[src/rtl/sdl_port_latch.sv]
module sdl_port_latch #(
  parameter int AW = 8,
  parameter int NP = 16
) (
  input  logic          clk,
  input  logic          rst_n,
  input  logic [AW-1:0] strap_addr,
  input  logic          bus_clk,
  input  logic          bus_dat,
  input  logic          bus_sel,
  output logic [NP-1:0] port_q
);
  localparam int NB = AW + NP;
  localparam int CW = $clog2(NB + 1);
  localparam logic [CW-1:0] NB_C = CW'(NB);
  localparam logic [CW-1:0] AW_C = CW'(AW);

  logic [2:0] ck_p, sl_p;
  logic [1:0] dt_p;

  always_ff @(posedge clk or negedge rst_n)
    if (!rst_n) begin
      ck_p <= '0;
      sl_p <= '0;
      dt_p <= '0;
    end else begin
      ck_p <= {ck_p[1:0], bus_clk};
      sl_p <= {sl_p[1:0], bus_sel};
      dt_p <= {dt_p[0], bus_dat};
    end

  wire ck_s    = ck_p[1];
  wire sl_s    = sl_p[1];
  wire dt_s    = dt_p[1];
  wire ck_rise = ck_s & ~ck_p[2];
  wire sl_fall = ~sl_s & sl_p[2];
  wire sl_rise = sl_s & ~sl_p[2];

  logic          active, arm, addr_ok;
  logic [CW-1:0] cnt;
  logic [AW-1:0] addr_sr;
  logic [NP-1:0] dat_sr;

  wire commit = active && arm && sl_rise && ck_s && addr_ok && (cnt == NB_C);

  always_ff @(posedge clk or negedge rst_n)
    if (!rst_n) begin
      active  <= 1'b0;
      arm     <= 1'b0;
      addr_ok <= 1'b0;
      cnt     <= '0;
      addr_sr <= '0;
      dat_sr  <= '0;
    end else if (!ck_s && !sl_s) begin
      active  <= 1'b0;
      arm     <= 1'b0;
      addr_ok <= 1'b0;
      cnt     <= '0;
    end else if (!active) begin
      if (ck_s && sl_s) begin
        active  <= 1'b1;
        arm     <= 1'b0;
        addr_ok <= 1'b0;
        cnt     <= '0;
      end
    end else if (ck_rise && !sl_s) begin
      active  <= 1'b0;
      arm     <= 1'b0;
      addr_ok <= 1'b0;
      cnt     <= '0;
    end else begin
      if (ck_rise && sl_s) begin
        if (cnt < NB_C) cnt <= cnt + 1'b1;
        if (cnt < AW_C) addr_sr <= {dt_s, addr_sr[AW-1:1]};
        if (cnt == AW_C - 1'b1) addr_ok <= ({dt_s, addr_sr[AW-1:1]} == strap_addr);
        if (cnt >= AW_C && cnt < NB_C && addr_ok) dat_sr <= {dt_s, dat_sr[NP-1:1]};
      end
      if (sl_fall && ck_s) arm <= 1'b1;
      else if (sl_rise) arm <= 1'b0;
    end

  always_ff @(posedge clk or negedge rst_n)
    if (!rst_n) port_q <= '0;
    else if (commit) port_q <= dat_sr;

endmodule

[config.mk]
export PLATFORM = sky130hd
export DESIGN_NAME = sdl_port_latch
export DESIGN_NICKNAME = d
export VERILOG_FILES = /design/src/rtl/sdl_port_latch.sv
export SDC_FILE = /design/constraint.sdc
export NUM_CORES = 1
export LEC_CHECK = 0
export BUFFER_PORTS_ARGS = -buffer_cell sky130_fd_sc_hd__buf_2
export CORE_ASPECT_RATIO = 2
export CORE_MARGIN = 1
export CORE_UTILIZATION = 45
export CTS_CLUSTER_DIAMETER = 60
export CTS_CLUSTER_SIZE = 28
export DETAILED_ROUTE_END_ITERATION = 10
export SETUP_SLACK_MARGIN = 0.15
export SYNTH_ARGS = -nofsm -noshare
export SYNTH_HDL_FRONTEND = slang
export SYNTH_SLANG_ARGS = --single-unit
export TNS_END_PERCENT = 5
[constraint.sdc]
create_clock -name clk -period 2.3 [get_ports clk]
set_input_delay 0.23 -clock clk [delete_from_list [all_inputs] [get_ports clk]]
set_output_delay 0.23 -clock clk [all_outputs]
set_load 0.02 [all_outputs]
Word-level counts from Yosys, hierarchy flattened --
Cells that the tools add are included.
Cells by class: $add $sub $neg 1, magnitude comparators 3, equality and inequality tests 7, multiplexer cells 21, bitwise gates (word level) 8, reductions and logical operators 20
Operator list (number):
- 5-bit 2-to-1 mux | 6
- 1-bit 2-to-1 mux | 15
- 1-bit logical AND | 12
- 4-bit by 1-bit != test with 1-bit output, second input constant | 3
- 5-bit AND reduction | 2
- 8-bit equality test | 1
- 3-bit AND reduction | 2
- 5-bit by 1-bit adder with 5-bit output, second input constant | 1
- 5-bit by 3-bit equality test with 1-bit output, second input constant | 1
- 5-bit equality test, second input constant | 1
- 5-bit by 4-bit >= comparator with 1-bit output, second input constant | 1
- 5-bit by 4-bit < comparator with 1-bit output, second input constant | 1
- 5-bit < comparator, second input constant | 1
- 5-bit by 2-bit != test with 1-bit output, second input constant | 1
- 1-bit inverter | 5
- 1-bit bitwise AND | 3
- 3-bit nonzero test | 1
- 1-bit logical NOT | 2
- 2-bit AND reduction | 1
Storage, ports and cells: register bits 56, output and inout bits 16, logic and storage cells 70

Depth between registers and ports, before layout --
Gate-level depths: netlist of the first run.
depth after elaboration 7, gate-level depth with buffers 6, depth with buffers taken out 5

Least setup slack after synthesis of the first run --
Ideal clock, no wire load.
kind reg2reg, from reg sl_p[1], to reg port_q[0], data arrival time 1.513 ns, data required time 2.173 ns, path slack 0.660 ns, cell stages (with the launch flop) 6, buffers on the path 2, cells stage by stage dfrtp_1 -> buf_2 -> nand4_2 -> nor3_4 -> buf_6 -> mux2_1
On the way: cells in the longest elaborated chain, start to end 5
Ends and longest elaborated chain:
- from (decl) | line 18 | logic [2:0] ck_p, sl_p;
- from (signal assigned) | line 28 | sl_p <= {sl_p[1:0], bus_sel};
- 1-bit bitwise AND | line 37 | wire sl_rise = sl_s & ~sl_p[2];
- 1-bit logical AND (4 in a row) | line 44 | wire commit = active && arm && sl_rise && ck_s && addr_ok && (cnt == NB_C);
- to (signal assigned) | line 84 | else if (commit) port_q <= dat_sr;
- to (decl) | line 11 | output logic [NP-1:0] port_q
No other way between the ends. A chain may end at the register's enable or synchronous reset.

Final worst setup path of the first run --
from reg ck_p[2], to reg cnt[0]
On the way: cells in the longest elaborated chain, start to end 6, elaborated cells between the ends (all ways) 10, those cells by class 2 x eq/ne; 3 x mux; 2 x bitwise; 3 x reduce/logical
Ends and longest elaborated chain:
- from (decl) | line 18
- from (signal assigned) | line 27 | ck_p <= {ck_p[1:0], bus_clk};
- 1-bit inverter (*) | line 35 | wire ck_rise = ck_s & ~ck_p[2];
- 1-bit bitwise AND (*) | line 35
- 1-bit logical AND | line 66 | end else if (ck_rise && !sl_s) begin
- 5-bit 2-to-1 mux | line 66
- 5-bit 2-to-1 mux | line 59 | end else if (!active) begin
- 5-bit 2-to-1 mux | line 54 | end else if (!ck_s && !sl_s) begin
- to (signal assigned) | line 73 | if (cnt < NB_C) cnt <= cnt + 1'b1;
- to (decl) | line 40 | logic [CW-1:0] cnt;
Mark *: on every way between the ends. The rest lies on a longest branch, timed or not.

==> impl_metrics.env, run 1 <==
export IMPL_synth_adder_area_share_pct=1.08
export IMPL_cp_startpoint="ck_p[2]"
export IMPL_hold_depth=1
export IMPL_ys_warn_count=0
export IMPL_muxShareOfSynthArea_pct=20.7
export IMPL_critPathBufInv=0
export IMPL_crit_chain="nand2b_1 -> a31oi_1 -> nor2b_1 -> mux2i_1"
export IMPL_core_um2=4910
export IMPL_grt_usage_pct=17.7
export IMPL_worst_pin_slew_ps=598
export IMPL_drive_gt1_share_pct=36.3
export IMPL_synth_compound_area_share_pct=3.14
export IMPL_status="complete, no violations"
export IMPL_critPathArrivalTime_ps=1980
export IMPL_synth_top_family_by_area="multiplexers"
export IMPL_dp_hpwl_mm=3.06
export IMPL_ys_seq_area_share_pct=59.6
export IMPL_num_antenna_cells=0
export IMPL_antenna_found_initial=0
export IMPL_rsz0062_at_grt="no"
export IMPL_r2r_cells=4
export IMPL_grt_busiest_layer="met2"
export IMPL_use_met2_pct=33.7
export IMPL_die_area_um2=5440
export IMPL_fin_crit_ps=1740
export IMPL_synth_simple_area_share_pct=10.0
export IMPL_min_period_over_period_pct=75.8
export IMPL_drc=0
export IMPL_gr_total_overflow=0
export IMPL_final_common_cell="dfrtp_1"
export IMPL_crit_fanout=6
export IMPL_rrSetupSlack_ps=560
export IMPL_rows=36
export IMPL_synth_xor_area_share_pct=3.41
export IMPL_finClkSkew_ps=3.41
export IMPL_cts_inserted_buffers=5
export IMPL_grt_pass1_wl_mm=6.93
export IMPL_clk_pin_slew_ps=100
export IMPL_vias=1388
export IMPL_wirelength_mm=4.06
export IMPL_fp_dieH_um=103
export IMPL_maxCapViolCount=0
export IMPL_via_per_inst=5.38
export IMPL_ioPinCount=29
export IMPL_post_route_util_pct=53.9
export IMPL_critical_path_class="reg -> reg"
export IMPL_worst_path_dominant_cell_family="simple AND/OR/NAND/NOR gates"
export IMPL_grt_pass1_vias=1510
export IMPL_endpoint_kind="flip-flop"
export IMPL_drtPass1Iterations=4
export IMPL_cts_tree="built"
export IMPL_htreeDepth=2
export IMPL_cts_buffer_depth=2
export IMPL_nFillCells=447
export IMPL_area_growth_synth_to_final_pct=14.5
export IMPL_clk_latency_ps=310
export IMPL_r2r_end="cnt[0]"
export IMPL_post_cts_setup_buffer_count=0
export IMPL_crit_end="cnt[0]"
export IMPL_syn_nets=179
export IMPL_netlist_area_um2=2310
export IMPL_dp_cells=249
export IMPL_nNetsFinal=215
export IMPL_grt_use_met3_pct=3.07
export IMPL_globalplace_congestion=0.830
export IMPL_cts_root_buf="clkbuf_8"
export IMPL_cts_hold_buffers=1
export IMPL_finalHoldViolCount=0
export IMPL_critPathLaunchType="flip-flop"
export IMPL_layout_common_cells="dfrtp_1, mux2_2, buf_2, mux2_1, xor2_1"
export IMPL_drv_slew=0
export IMPL_tns_ps=0
export IMPL_multi_input_area_um2=887
export IMPL_path_depth=4
export IMPL_layoutNonFillerInstCount=258
export IMPL_drtAntennaViolNets=0
export IMPL_met1_usage_pct=17.8
export IMPL_hp_class="in -> reg"
export IMPL_portBuffers=28
export IMPL_critPathMaxStageDelay_ps=500
export IMPL_reg2reg_from="ck_p[2]"
export IMPL_seq_area_um2=1380
export IMPL_p_leak_nw=1.37
export IMPL_cts_resized=0
export IMPL_grt_max_degree=28
export IMPL_ys_ff_latch=55
export IMPL_cp_slowest_cell="dfrtp_1"
export IMPL_setup_viol=0
export IMPL_maxClockFrequency_ghz=0.574
export IMPL_ir_drop_uv=562
export IMPL_slew_headroom_pct=60.1
export IMPL_synthesis_instances=164
export IMPL_placed_area_um2=2520
export IMPL_drt_iter0_drc=13
export IMPL_power_mw=1.87
export IMPL_final_area_um2=2650
export IMPL_cts_num_sinks=55
export IMPL_die_w_um=52.7
export IMPL_worst_ep_required_time_ps=2540
export IMPL_power_density_nw_per_um2=708
export IMPL_synth_distinct_cells=29
export IMPL_wl_per_cell_um=15.7
export IMPL_start_util_pct=47.1
export IMPL_avgSynthCellArea_um2=14.1
==> report_power, final <==
group          switching [mW]  internal, mW  leakage, nW  total (mW)
Sequential             0.0563          1.02        0.741        1.07
Combinational          0.0775        0.0782        0.578       0.156
Clock                   0.317         0.328       0.0548       0.645
==> per-stage QoR <==
step	setup WS, ps	hold WS [ps]
5_1_grt	447	7.27
6_report	557	21.3
4_1_cts	557	9.28
3_5_place_dp	571	276
3_3_place_gp	649	269
2_1_floorplan	660	-65.6
==> cell families after synthesis <==
kind of cell	Yosys count
buf+inv	8
xor+xnor	9
mux	43
compound gates	12
simple gates	35
flops	55
fa+ha+maj	2
==> cell type report <==
class	instances	share of cell area, %
Clock buffer	5	2.60
Clock inverter	3	1.75
Inverter	4	0.568
Multi-Input combinational cell	101	33.5
Sequential cell	55	52.0
Tap cell	57	2.70
Timing Repair Buffer	33	6.81
==> metal layers <==
metal,vias up,share of wire (%)
li1,646,-
met1,712,36
met2,22,59
met3,8,2.3
met4,0,2.8
met5,-,0
==> worst min path at each step <==
stage | startpoint | to | slack [ps]
global placement | rst_n | cnt[1] | 270
finish | bus_sel | sl_p[0] | 20
floorplan | rst_n | active | -70
CTS | bus_sel | sl_p[0] | 9
global route | bus_sel | sl_p[0] | 7
detailed placement | rst_n | cnt[1] | 280
==> state kept, by name (all words and copies together) (netlist names) <==
name     count
sl_p         3
cnt          5
dt_p         2
arm          1
ck_p         3
addr_ok      1
port_q      16
addr_sr      7
dat_sr      16
active       1
==> cell usage after synthesis <==
| master | n | area (um^2) |
|---|---|---|
| xor2_1 | 8 | 70.1 |
| nor3b_1 | 1 | 7.51 |
| buf_6 | 2 | 22.5 |
| nor3_4 | 2 | 32.5 |
| nor2_1 | 4 | 15.0 |
| nor2b_1 | 4 | 25.0 |
| mux2i_1 | 4 | 40.0 |
| xnor2_1 | 1 | 8.76 |
| nor4b_4 | 1 | 23.8 |
| nand3_1 | 6 | 30.0 |
| buf_2 | 2 | 10.0 |
| dfrtp_1 | 55 | 1380 |
| nand2_1 | 7 | 26.3 |
| a21o_1 | 1 | 7.51 |
| a21boi_0 | 1 | 7.51 |
| mux2_1 | 10 | 113 |
| a41oi_1 | 1 | 8.76 |
| a31oi_1 | 1 | 6.26 |
| inv_1 | 4 | 15.0 |
| nand3b_1 | 2 | 15.0 |
| o31ai_1 | 1 | 7.51 |
| ha_1 | 2 | 25.0 |
| mux2_2 | 29 | 327 |
| nand4_2 | 1 | 12.5 |
| o21ai_0 | 3 | 15.0 |
| a21oi_1 | 4 | 20.0 |
| nand2b_1 | 3 | 18.8 |
| nand4_1 | 2 | 12.5 |
| nor4_1 | 2 | 12.5 |
No activity file was read; power rests on OpenSTA's default activity.
==> inputs of run 2 (changes only) <==
Settings changed: PLACE_DENSITY set to 0.67.
Clock period 2.3 ns to 1.6 ns, I/O delays scaled along.
==> impl_metrics.env, run 2 (synthesized netlist as in run 1, its figures left out) <==
export IMPL_setup_ws_ps=98.1
export IMPL_antenna_found_initial=0
export IMPL_grt_max_degree=25
export IMPL_drtAntennaViolNets=0
export IMPL_cts_num_sinks=55
export IMPL_fp_dieH_um=103
export IMPL_p_leak_nw=1.47
export IMPL_cts_tree="built"
export IMPL_cpMostUsedCell="buf_4"
export IMPL_cp_slowest_cell="dfrtp_2"
export IMPL_die_area_um2=5440
export IMPL_power_density_nw_per_um2=926
export IMPL_finClkSkew_ps=5.36
export IMPL_area_growth_synth_to_final_pct=26.7
export IMPL_setup_viol=0
export IMPL_top_regs="dat_sr x16, port_q x16, addr_sr x7"
export IMPL_gr_total_overflow=0
export IMPL_cts_root_buf="clkbuf_8"
export IMPL_pwr_share_comb_pct=11.7
export IMPL_hold_ws_ps=307
export IMPL_r2r_cells=5
export IMPL_layout_common_cells="dfrtp_1, mux2_2, buf_2, buf_4, mux2_4"
export IMPL_vias=1455
export IMPL_critPathLaunchType="flip-flop"
export IMPL_tns_ps=0
export IMPL_reg2reg_from="ck_p[1]"
export IMPL_min_from="strap_addr[1]"
export IMPL_drv_slew=0
export IMPL_die_w_um=52.7
export IMPL_wl_per_cell_um=15.9
export IMPL_ioPinCount=29
export IMPL_final_common_cell="dfrtp_1"
export IMPL_power_mw=2.71
export IMPL_via_per_inst=5.22
export IMPL_ir_drop_uv=746
export IMPL_placed_area_um2=2680
export IMPL_power_frac_seq_pct=56.4
export IMPL_clk_latency_ps=300
export IMPL_drt_iter0_drc=17
export IMPL_r2r_end="cnt[3]"
export IMPL_worst_ep_required_time_ps=1820
export IMPL_rows=36
export IMPL_critPathMaxStageDelay_ps=460
export IMPL_hp_class="in -> reg"
export IMPL_drive_gt1_share_pct=50.5
export IMPL_clk_pin_slew_ps=90
export IMPL_rrSetupSlack_ps=100
export IMPL_wirelength_mm=4.43
export IMPL_hold_depth=5
export IMPL_finalHoldViolCount=0
export IMPL_swShare_pct=22.7
export IMPL_grt_pass1_wl_mm=7.51
export IMPL_cts_inserted_buffers=5
export IMPL_drtPass1Iterations=4
export IMPL_grt_pass1_vias=1562
export IMPL_dp_hpwl_mm=3.21
export IMPL_htreeDepth=2
export IMPL_critPathArrivalTime_ps=1720
export IMPL_drc=0
export IMPL_endpoint_kind="flip-flop"
export IMPL_maxCapViolCount=0
export IMPL_fin_crit_ps=1500
export IMPL_p_clk_share_pct=31.9
export IMPL_cts_buffer_depth=2
export IMPL_slew_headroom_pct=64.1
export IMPL_min_period_over_period_pct=93.9
export IMPL_globalplace_congestion=0.951
export IMPL_pre_cts_slack_ps=-59.4
export IMPL_status="complete, no violations"
export IMPL_nNetsFinal=237
export IMPL_start_util_pct=47.1
export IMPL_rsz0062_at_grt="yes"
export IMPL_final_area_um2=2930
export IMPL_maxClockFrequency_ghz=0.666
export IMPL_grt_usage_pct=19.1
export IMPL_crit_fanout=5
export IMPL_worst_pin_slew_ps=539
export IMPL_p_sw_mw=0.616
export IMPL_portBuffers=28
export IMPL_min_to="addr_ok"
export IMPL_num_antenna_cells=0
export IMPL_critical_path_class="reg -> reg"
export IMPL_internal_power_mw=2.09
export IMPL_core_um2=4910
export IMPL_crit_chain="buf_4 -> a31oi_1 -> buf_4 -> nor3b_4 -> mux2i_1"
-- run 2: cell count changes in the layout (fill, tap and decap cells not counted), moves of 2 or more --
cell | before | now
buf_4 | 4 | 19
mux2_4 | 0 | 11
mux2_1 | 10 | 0
dfrtp_1 | 55 | 50
dfrtp_2 | 0 | 5
dlygate4sd3_1 | 1 | 4
buf_12 | 0 | 2
buf_6 | 0 | 2
inv_1 | 4 | 2
inv_2 | 0 | 2
-- run 2: worst max-delay path: cells and delay by family (launching register included) --
family / cells / cell delay, ps
flops: 1 / 460
buf+inv: 2 / 330
compound gates: 1 / 160
simple gates: 1 / 270
mux: 1 / 210
-- run 2: area by class of cell --
class / instances / area (um^2)
Clock buffer: 6 / 72.6
Clock inverter: 1 / 30.0
Fill cell: 388 / 1980
Inverter: 4 / 15.0
Multi-Input combinational cell: 101 / 971
Sequential cell: 55 / 1380
Tap cell: 57 / 71.3
Timing Repair Buffer: 55 / 385
-- run 2: what timing repair did --
| action | in CTS | in global routing |
|---|---|---|
| setup endpoints to repair | 42 | 44 |
| cloned | 0 | 0 |
| hold buffers | 4 | 0 |
| pin swaps | 1 | 1 |
| resized for setup | 13 | 0 |
| setup buffers | 8 | 1 |
| endpoints found under the hold margin | 25 | 0 |
-- run 2: metrics by stage --
| stage | util, % | cells |
|---|---|---|
| finish | 59.6 | 279 |
| global placement | 54.5 | 259 |
| CTS | 59.5 | 278 |
| detailed placement | 54.5 | 259 |
| global route | 59.6 | 279 |
| floorplan | - | 164 |
-- run 2: power by group through the flow --
stage          registers (mW)  clock network (mW)  logic [mW]
2_1_floorplan            1.54                   0       0.170
3_3_place_gp             1.56                   0       0.256
3_5_place_dp             1.56                   0       0.267
4_1_cts                  1.53               0.891       0.314
5_1_grt                  1.54               0.936       0.349
6_report                 1.53               0.864       0.317
-- run 2: worst max path at each step --
stage | slack (ps) | end | depth (start not counted) | from
global route | 50 | dat_sr[9] | 4 | cnt[3]
floorplan | -6 | port_q[0] | 6 | cnt[1]
finish | 100 | cnt[3] | 5 | ck_p[1]
global placement | 10 | cnt[3] | 5 | sl_p[1]
CTS | 110 | addr_sr[1] | 4 | cnt[3]
detailed placement | -60 | cnt[3] | 5 | active
-- run 2: routing by layer --
layer | wire length [um] | global-route usage, % | share of wire (%)
met1 | 1640 | 22.1 | 37
met2 | 2510 | 32.9 | 57
met3 | 111 | 2.63 | 2.5
met4 | 167 | 10.5 | 3.8
met5 | 0 | 0 | 0
==> inputs of run 3 (changes only) <==
Clock period 1.6 ns to 1.31 ns, I/O delays scaled along.
==> impl_metrics.env, run 3 (synthesized netlist as in run 1, its figures left out) <==
export IMPL_pwr_share_comb_pct=12.4
export IMPL_cts_buffer_depth=2
export IMPL_power_frac_seq_pct=54.9
export IMPL_wl_per_cell_um=16.1
export IMPL_core_um2=4910
export IMPL_cts_num_sinks=55
export IMPL_cts_inserted_buffers=5
export IMPL_antenna_found_initial=0
export IMPL_drv_slew=0
export IMPL_maxClockFrequency_ghz=0.674
export IMPL_die_w_um=52.7
export IMPL_worst_ep_required_time_ps=1490
export IMPL_critPathLaunchType="flip-flop"
export IMPL_dp_hpwl_mm=3.31
export IMPL_die_area_um2=5440
export IMPL_critPathMaxStageDelay_ps=460
export IMPL_setup_ws_ps=-173
export IMPL_portBuffers=28
export IMPL_cts_tree="built"
export IMPL_path_depth=4
export IMPL_drt_iter0_drc=24
export IMPL_gr_total_overflow=0
export IMPL_finalHoldViolCount=0
export IMPL_ir_drop_uv=1170
export IMPL_wl_met3_um=93
export IMPL_routed_top_layer="met4"
export IMPL_min_period_over_period_pct=113
export IMPL_globalplace_congestion=0.920
export IMPL_endpoint_kind="flip-flop"
export IMPL_swShare_pct=23.7
export IMPL_wl_met2_mm=2.62
export IMPL_worst_pin_slew_ps=293
export IMPL_fp_dieH_um=103
export IMPL_layout_common_cells="dfrtp_1, buf_2, buf_4, mux2_2, mux2_4"
export IMPL_seq_area_um2=1380
export IMPL_top_regs="dat_sr x16, port_q x16, addr_sr x7"
export IMPL_rows=36
export IMPL_p_clk_share_pct=32.7
export IMPL_nFillCells=385
export IMPL_p_sw_mw=0.806
export IMPL_ioPinCount=29
export IMPL_critPathArrivalTime_ps=1670
export IMPL_wirelength_mm=4.63
export IMPL_drtPass1Iterations=4
export IMPL_grt_usage_pct=19.2
export IMPL_hold_ws_ps=263
export IMPL_maxCapViolCount=0
export IMPL_drive_gt1_share_pct=53.7
export IMPL_slew_headroom_pct=80.5
export IMPL_p_leak_nw=1.53
export IMPL_num_antenna_cells=0
export IMPL_vias=1518
export IMPL_crit_fanout=16
export IMPL_worst_path_dominant_cell_family="flip-flops"
export IMPL_htreeDepth=2
export IMPL_critPathBufInv=1
export IMPL_grt_max_degree=56
export IMPL_power_mw=3.40
export IMPL_fin_crit_ps=1480
export IMPL_drc=0
export IMPL_multi_input_area_um2=1010
export IMPL_nNetsFinal=245
export IMPL_setup_viol=45
export IMPL_clk_latency_ps=300
export IMPL_tns_ps=-6480
export IMPL_cts_root_buf="clkbuf_8"
export IMPL_crit_chain="xnor2_1 -> nor3_4 -> buf_12 -> mux2_2"
export IMPL_cp_slowest_cell="dfrtp_2"
export IMPL_via_per_inst=5.27
export IMPL_rsz0062_at_grt="yes"
export IMPL_critical_path_class="reg -> reg"
export IMPL_wl_met1_mm=1.74
export IMPL_grt_pass1_vias=1663
export IMPL_area_growth_synth_to_final_pct=31.8
export IMPL_failed_checks="negative setup slack"
export IMPL_final_common_cell="dfrtp_1"
export IMPL_hold_depth=5
export IMPL_r2r_cells=4
export IMPL_drtAntennaViolNets=0
export IMPL_internal_power_mw=2.59
export IMPL_clk_pin_slew_ps=90
export IMPL_pre_cts_slack_ps=-247
export IMPL_grt_pass1_wl_mm=7.54
export IMPL_status="finished with violations"
export IMPL_start_util_pct=47.1
export IMPL_hp_class="in -> reg"
export IMPL_power_density_nw_per_um2=1120
export IMPL_finClkSkew_ps=11.7
[run 3: cell count changes in the layout (fill, tap and decap cells not counted), sizes merged]
| cell | delta |
|---|---|
| buf | +8 |
| clkbuf | -1 |
| clkinv | +2 |
[run 3: layer usage]
layer / vias up / track usage [%]
met3: 14 / 3.51
met1: 768 / 21.2
met2: 30 / 33.7
met4: 0 / 10.5
li1: 706 / -
met5: - / 0
[run 3: worst reg2reg max path, cell delays in order, from the launching register on]
cell and delay (ps):
dfrtp_2 460, xnor2_1 180, nor3_4 210, buf_12 180, mux2_2 350
[run 3: stage by stage]
stage / cell area (um^2) / std cells / util [%]
after detailed placement: 2770 / 272 / 56.5
after floorplan: 2370 / 164 / -
after CTS: 3040 / 288 / 61.9
final: 3050 / 288 / 62.1
after global routing: 3050 / 288 / 62.1
after global placement: 2770 / 272 / 56.5
[run 3: what timing repair did]
action	in CTS	in global routing
resized for setup	22	4
buffers inserted	4	0
cloned	0	0
endpoints found under the hold margin	58	0
hold buffers	4	0
pin swaps	3	1
endpoints found under the setup margin	45	45
[run 3: cell type report]
cell class / count / share of cell area, %
Clock buffer: 5 / 2.26
Clock inverter: 3 / 1.44
Inverter: 4 / 0.493
Multi-Input combinational cell: 101 / 33.1
Sequential cell: 55 / 45.3
Tap cell: 57 / 2.34
Timing Repair Buffer: 63 / 15.0
[run 3: final timing paths]
check	startpoint	endpoint	slack, ps
max	cnt[3]	dat_sr[13]	-170
min	strap_addr[7]	addr_ok	260
max reg2reg	cnt[3]	dat_sr[13]	-170
min reg2reg	ck_p[0]	ck_p[1]	360
max in group asynchronous	rst_n	ck_p[1]	710
min in group asynchronous	rst_n	ck_p[2]	340
[run 3: power by group through the flow]
stage | logic [mW] | clock network (mW) | registers [mW]
floorplan | 0.208 | 0 | 1.88
global placement | 0.364 | 0 | 1.89
detailed placement | 0.389 | 0 | 1.90
CTS | 0.420 | 1.13 | 1.87
global route | 0.463 | 1.19 | 1.88
finish | 0.422 | 1.11 | 1.87
